--- config.mk ---
export PLATFORM = sky130hd
export DESIGN_NAME = rowmatch_row
export DESIGN_NICKNAME = d
export VERILOG_FILES = /design/src/rtl/rowmatch_pkg.sv /design/src/rtl/rowmatch_entry_cmp.sv /design/src/rtl/rowmatch_prio.sv /design/src/rtl/rowmatch_row.sv
export SDC_FILE = /design/constraint.sdc
export NUM_CORES = 1
export LEC_CHECK = 0
export ABC_AREA = 1
export BUFFER_PORTS_ARGS = -buffer_cell sky130_fd_sc_hd__buf_4
export CELL_PAD_IN_SITES_DETAIL_PLACEMENT = 0
export CELL_PAD_IN_SITES_GLOBAL_PLACEMENT = 1
export CORE_MARGIN = 2
export CORE_UTILIZATION = 29
export DETAILED_ROUTE_END_ITERATION = 6
export HOLD_SLACK_MARGIN = 0.12
export PLACE_DENSITY_LB_ADDON = 0.1
export SETUP_SLACK_MARGIN = 0.05
export SYNTH_ARGS = -nofsm -noshare
export SYNTH_HDL_FRONTEND = slang
export SYNTH_HIERARCHICAL = 1
export SYNTH_SLANG_ARGS = --single-unit
export TNS_END_PERCENT = 30
--- constraint.sdc ---
create_clock -name clk -period 1.5 [get_ports clk]
set_clock_uncertainty 0.2 [all_clocks]
set_input_delay 0.075 -clock clk [delete_from_list [all_inputs] [get_ports clk]]
set_output_delay 0.075 -clock clk [all_outputs]
set_load 0.03 [all_outputs]
--- src/rtl/rowmatch_pkg.sv ---
package rowmatch_pkg;

    typedef enum logic {
        CMP_BINARY  = 1'b0,
        CMP_TERNARY = 1'b1
    } cmp_mode_e;

endpackage

--- src/rtl/rowmatch_entry_cmp.sv ---
module rowmatch_entry_cmp
    import rowmatch_pkg::*;
#(
    parameter int KEY_W = 8
) (
    input  logic [KEY_W-1:0] search_key,
    input  logic [KEY_W-1:0] ent_key,
    input  logic [KEY_W-1:0] ent_mask,
    input  logic             ent_valid,
    input  logic [KEY_W-1:0] key_en,
    input  logic [KEY_W-1:0] tern_en,
    output logic             ent_hit
);

    logic [KEY_W-1:0] bit_ok;

    for (genvar b = 0; b < KEY_W; b++) begin : g_bit
        logic      same_b;
        logic      masked_b;
        cmp_mode_e mode_b;

        assign same_b   = ~(search_key[b] ^ ent_key[b]);
        assign masked_b = same_b | ent_mask[b];
        assign mode_b   = tern_en[b] ? CMP_TERNARY : CMP_BINARY;

        always_comb begin
            case (mode_b)
                CMP_TERNARY: bit_ok[b] = masked_b | ~key_en[b];
                default:     bit_ok[b] = same_b   | ~key_en[b];
            endcase
        end
    end

    assign ent_hit = ent_valid & (&bit_ok);

endmodule

--- src/rtl/rowmatch_prio.sv ---
module rowmatch_prio #(
    parameter int NUM_ENT = 4,
    parameter int IDX_W   = 2
) (
    input  logic [NUM_ENT-1:0] req_vec,
    output logic               found,
    output logic [IDX_W-1:0]   win_idx
);

    always_comb begin
        found   = 1'b0;
        win_idx = '0;
        for (int i = NUM_ENT - 1; i >= 0; i--) begin
            if (req_vec[i]) begin
                found   = 1'b1;
                win_idx = IDX_W'(i);
            end
        end
    end

endmodule

--- src/rtl/rowmatch_row.sv ---
module rowmatch_row #(
    parameter int NUM_ENT = 4,
    parameter int KEY_W   = 8,
    parameter int DATA_W  = 8,
    localparam int IDX_W  = (NUM_ENT > 1) ? $clog2(NUM_ENT) : 1
) (
    input  logic                      clk,
    input  logic                      rst_n,
    input  logic                      in_valid,
    input  logic [KEY_W-1:0]          search_key,
    input  logic [KEY_W-1:0]          cfg_key_en,
    input  logic [KEY_W-1:0]          cfg_tern_en,
    input  logic [NUM_ENT*KEY_W-1:0]  row_key,
    input  logic [NUM_ENT*KEY_W-1:0]  row_mask,
    input  logic [NUM_ENT*DATA_W-1:0] row_data,
    input  logic [NUM_ENT-1:0]        row_valid,
    output logic                      out_valid,
    output logic [NUM_ENT-1:0]        match_vec,
    output logic                      hit,
    output logic [IDX_W-1:0]          hit_idx,
    output logic [DATA_W-1:0]         hit_data
);

    typedef struct packed {
        logic                      vld;
        logic [NUM_ENT-1:0]        vec;
        logic [NUM_ENT*DATA_W-1:0] data;
    } cmp_stage_t;

    typedef struct packed {
        logic               vld;
        logic [NUM_ENT-1:0] vec;
        logic               hit;
        logic [IDX_W-1:0]   idx;
        logic [DATA_W-1:0]  data;
    } res_stage_t;

    typedef struct packed {
        cmp_stage_t s1;
        res_stage_t s2;
    } pipe_t;

    pipe_t              pipe_d, pipe_q;
    logic [NUM_ENT-1:0] cmp_vec;
    logic               prio_found;
    logic [IDX_W-1:0]   prio_idx;

    for (genvar i = 0; i < NUM_ENT; i++) begin : g_ent
        rowmatch_entry_cmp #(.KEY_W(KEY_W)) u_cmp (
            .search_key (search_key),
            .ent_key    (row_key[i*KEY_W +: KEY_W]),
            .ent_mask   (row_mask[i*KEY_W +: KEY_W]),
            .ent_valid  (row_valid[i]),
            .key_en     (cfg_key_en),
            .tern_en    (cfg_tern_en),
            .ent_hit    (cmp_vec[i])
        );
    end

    rowmatch_prio #(.NUM_ENT(NUM_ENT), .IDX_W(IDX_W)) u_prio (
        .req_vec (pipe_q.s1.vec),
        .found   (prio_found),
        .win_idx (prio_idx)
    );

    always_comb begin
        pipe_d         = pipe_q;
        pipe_d.s1.vld  = in_valid;
        pipe_d.s1.vec  = cmp_vec;
        pipe_d.s1.data = row_data;
        pipe_d.s2.vld  = pipe_q.s1.vld;
        pipe_d.s2.vec  = pipe_q.s1.vec;
        pipe_d.s2.hit  = prio_found;
        pipe_d.s2.idx  = prio_idx;
        pipe_d.s2.data = prio_found ? pipe_q.s1.data[prio_idx*DATA_W +: DATA_W] : '0;
    end

    always_ff @(posedge clk) begin
        if (!rst_n) pipe_q <= '0;
        else        pipe_q <= pipe_d;
    end

    assign out_valid = pipe_q.s2.vld;
    assign match_vec = pipe_q.s2.vec;
    assign hit       = pipe_q.s2.hit;
    assign hit_idx   = pipe_q.s2.idx;
    assign hit_data  = pipe_q.s2.data;

    logic [NUM_ENT-1:0] below_win;
    assign below_win = match_vec & ((NUM_ENT'(1) << hit_idx) - NUM_ENT'(1));

    assert_lat_on_R8: assert property (@(posedge clk) disable iff (!rst_n)
        in_valid |-> ##2 out_valid);
    assert_lat_off_R8: assert property (@(posedge clk) disable iff (!rst_n)
        !in_valid |-> ##2 !out_valid);
    assert_any_hit_R5: assert property (@(posedge clk) disable iff (!rst_n)
        hit == (|match_vec));
    assert_win_set_R6: assert property (@(posedge clk) disable iff (!rst_n)
        hit |-> match_vec[hit_idx]);
    assert_lower_clear_R6: assert property (@(posedge clk) disable iff (!rst_n)
        hit |-> (below_win == '0));
    assert_miss_zero_R7: assert property (@(posedge clk) disable iff (!rst_n)
        !hit |-> (hit_data == '0 && hit_idx == '0));

    for (genvar i = 0; i < NUM_ENT; i++) begin : g_chk
        assert_invalid_miss_R4: assert property (@(posedge clk) disable iff (!rst_n)
            !row_valid[i] |=> !pipe_q.s1.vec[i]);
    end

endmodule

==> results.py <==
metrics = {
    "status": {
        "status": "complete, no violations",
    },
    "pwr": {
        "p_int_mw": 2.40,
        "power_density_mw_per_mm2": 635,
        "switching_share": 0.264,
        "power.share.clock": 0.236,
        "ir_worst_vdd_mv": 0.449,
        "switchingPower_mw": 0.861,
        "p_leak_nw": 3.00,
        "p_seq_frac": 0.459,
        "power_mw": 3.26,
        "combPwrFrac": 0.305,
    },
    "critical_path": {
        "r2r_end": "hit_data[7]$_SDFF_PN0_",
        "path_delay_family": "buffers and inverters",
        "worstSetupPathType": "in -> reg",
        "path_cells": "dlygate4sd3_1, buf_4, nand2_1, dlygate4sd3_1, inv_1",
        "required_ps": 1500,
        "crit_top_cell": "dlygate4sd3_1",
        "crit_arrival_ps": 1410,
        "cp_max_fo": 1,
        "slowest_stage": "dlygate4sd3_1",
        "r2r_cells": 7,
        "worstSetupEndpointType": "register",
        "critPathBufInv": 4,
        "r2r_slack_ps": 110,
        "startpoint_type": "input pin",
        "r2r-start": "pipe_d[12]$_SDFF_PN0_",
        "slowest_delay_ps": 560,
    },
    "grt": {
        "met2_usage": 0.280,
        "first_global_vias": 3307,
        "grt_use_met1": 0.171,
        "grt_max_degree": 21,
        "grt.overflow.total": 0,
        "top_usage_layer": "met2",
        "antenna_found_initial": 0,
        "grt_pass1_wl_mm": 13.9,
        "grt_usage": 0.151,
        "grt_util_met3": 0.0318,
    },
    "final_layout": {
        "final_common_cell": "nand2_1",
        "fin_nets": 841,
        "area_growth_pct": 74.0,
        "final_cell_mix": "nand2_1 (183), buf_4 (146), inv_1 (134), dlygate4sd3_1 (79), dfxtp_1 (50)",
        "final_cells": 847,
        "drive_gt1_frac": 0.275,
        "antenna_cells": 0,
    },
    "synthesis": {
        "synthCells": 500,
        "synthXorXnorAreaFrac": 0.0119,
        "ys_warn_count": 6,
        "syn-cell-area_mm2": 0.00295,
        "synth_fa_ha_area_frac": 0,
        "synth_simple_gate_area_share": 0.329,
        "ys_types": 16,
        "syn_avg_cell_area_um2": 5.90,
        "synth_top_family_by_area": "simple AND/OR/NAND/NOR gates",
        "ys_ff_latch": 53,
        "seq_area_frac_synth": 0.359,
        "synth-compound-area-share": 0.0691,
        "synth_nets": 627,
        "muxShareOfSynthArea": 0,
    },
    "placed_design": {
        "dp.final_hpwl_mm": 6.27,
        "io_buffers": 142,
        "gp_congestion": 0.747,
        "dp_cells": 755,
        "pre_cts_slack_ps": 57.3,
    },
    "hold_path": {
        "hp-start": "row_key[10]",
        "worst_hold_path.num_cells": 8,
        "hold_path_class": "in -> reg",
        "hold_end": "pipe_d[12]$_SDFF_PN0_",
    },
    "cts": {
        "cts_tree": "done",
        "numCtsBuffers": 5,
        "cts.sinks": 53,
        "clock-root-buffer": "clkbuf_8",
        "cts_buffer_depth": 2,
        "clk_pin_slew_ps": 80,
        "clk_latency_ps": 290,
        "htreeDepth": 2,
    },
    "floorplan": {
        "core_mm2": 0.00982,
        "dieArea_mm2": 0.0110,
        "start_util": 0.301,
        "rows": 36,
        "die_w_um": 105,
        "die_h_um": 105,
        "num_io_pins": 143,
    },
    "sta": {
        "fin_crit_sh": 0.941,
        "relSlewSlack": 0.702,
        "clock.fmax_ghz": 0.708,
        "maxSlewViolCount": 0,
        "setup_violations": 0,
        "rsz0062_at_grt": "no",
        "tightestPinTransition_ps": 446,
        "hold_viol_final": 0,
        "finalWorstSetupSlack_ps": 88.0,
        "final.setup.tns_ps": 0,
        "fin_crit_ps": 1410,
    },
    "routing": {
        "routedWlPerCell_um": 9.88,
        "first_iter_violations": 56,
        "wl_mm": 8.37,
        "vias_per_cell": 3.93,
        "drtPass1Iterations": 4,
        "ant_nets": 0,
        "dr_total_vias": 3331,
        "drcViolationCount": 0,
    },
    "flow_run": {
        "drv_cap": 0,
    },
}
## cell families (layout without fill, tap and decap cells)
family          Yosys count  in the layout
simple gates            246            246
xor+xnor                  4              4
buf+inv                 160            374
flops                    53             53
compound gates           37             37
## state kept, by name, summed over array words and instances (netlist names)
signal     flops
hit_idx        2
pipe_d         5
pipe_q        32
out_valid      1
hit_data       8
hit            1
match_vec      4
## what timing repair did
item | 4_1_cts | 5_1_grt
hold buffers | 79 | 0
hold endpoints to repair | 42 | 0
buffers inserted | 2 | 3
pin swaps | 1 | 7
gates resized for setup | 2 | 32
setup endpoints to repair | 8 | 8
cloned | 0 | 1
## final cells by class
class,instances,area [um^2]
tap,133,166
clock buffer,7,86.3
timing repair buffer,230,1980
inverter,137,529
fill,1032,4680
sequential,53,1060
multi-input combinational,287,1310
## cells in the mapped netlist
| cell | number | area (um^2) |
|---|---|---|
| buf_6 | 2 | 22.5 |
| nor2_1 | 26 | 97.6 |
| nor3_1 | 1 | 5.00 |
| o21ai_0 | 4 | 20.0 |
| inv_4 | 1 | 6.26 |
| dfxtp_1 | 53 | 1060 |
| buf_4 | 15 | 113 |
| a21oi_1 | 28 | 140 |
| nand2_1 | 189 | 709 |
| nand2_2 | 2 | 12.5 |
| a21oi_2 | 5 | 43.8 |
| inv_1 | 136 | 510 |
| buf_2 | 6 | 30.0 |
| nor2_2 | 4 | 25.0 |
| nand3_1 | 24 | 120 |
| xor2_1 | 4 | 35.0 |
## through the flow
step / util / hold slack (ps) / area, um^2
after floorplan: - / -27.4 / 2950
after global placement: 0.413 / 59.4 / 4050
after detailed placement: 0.413 / 59.1 / 4050
after CTS: 0.507 / 122 / 4980
after global routing: 0.523 / 146 / 5130
final: 0.523 / 113 / 5130
## worst reg2reg max path, cell delays in order, from the launching register on
cell       delay, ps
dfxtp_2          350
inv_1             70
a21oi_4          170
buf_12           150
clkbuf_16        140
nand2_1           50
nand3_1           70
a21oi_1           60
## metal layers
layer  wire length, um  share of wire
met5                 0              0
met4               164          0.020
met3               503          0.060
met2              4240           0.51
met1              3460           0.41
## worst max-delay path by stage
stage	startpoint	end	slack (ps)	cells after the start
3_3_place_gp	pipe_d[13]$_SDFF_PN0_	hit_data[4]$_SDFF_PN0_	110	5
3_5_place_dp	pipe_d[13]$_SDFF_PN0_	hit_data[5]$_SDFF_PN0_	60	5
5_1_grt	pipe_d[13]$_SDFF_PN0_	hit_data[7]$_SDFF_PN0_	50	8
6_report	row_data[28]	pipe_q[44]$_SDFF_PN0_	90	5
4_1_cts	pipe_d[13]$_SDFF_PN0_	hit_data[5]$_SDFF_PN0_	70	8
2_1_floorplan	pipe_d[12]$_SDFF_PN0_	hit_data[3]$_SDFF_PN0_	180	8
## power groups by stage
stage               Clock, mW  Combinational, mW  Sequential, mW
global route            0.858               1.11            1.50
global placement            0              0.751            1.53
detailed placement          0              0.759            1.53
CTS                     0.804              0.945            1.50
finish                  0.770              0.995            1.50
floorplan                   0              0.380            1.53
(Power assumes the default switching activity.)
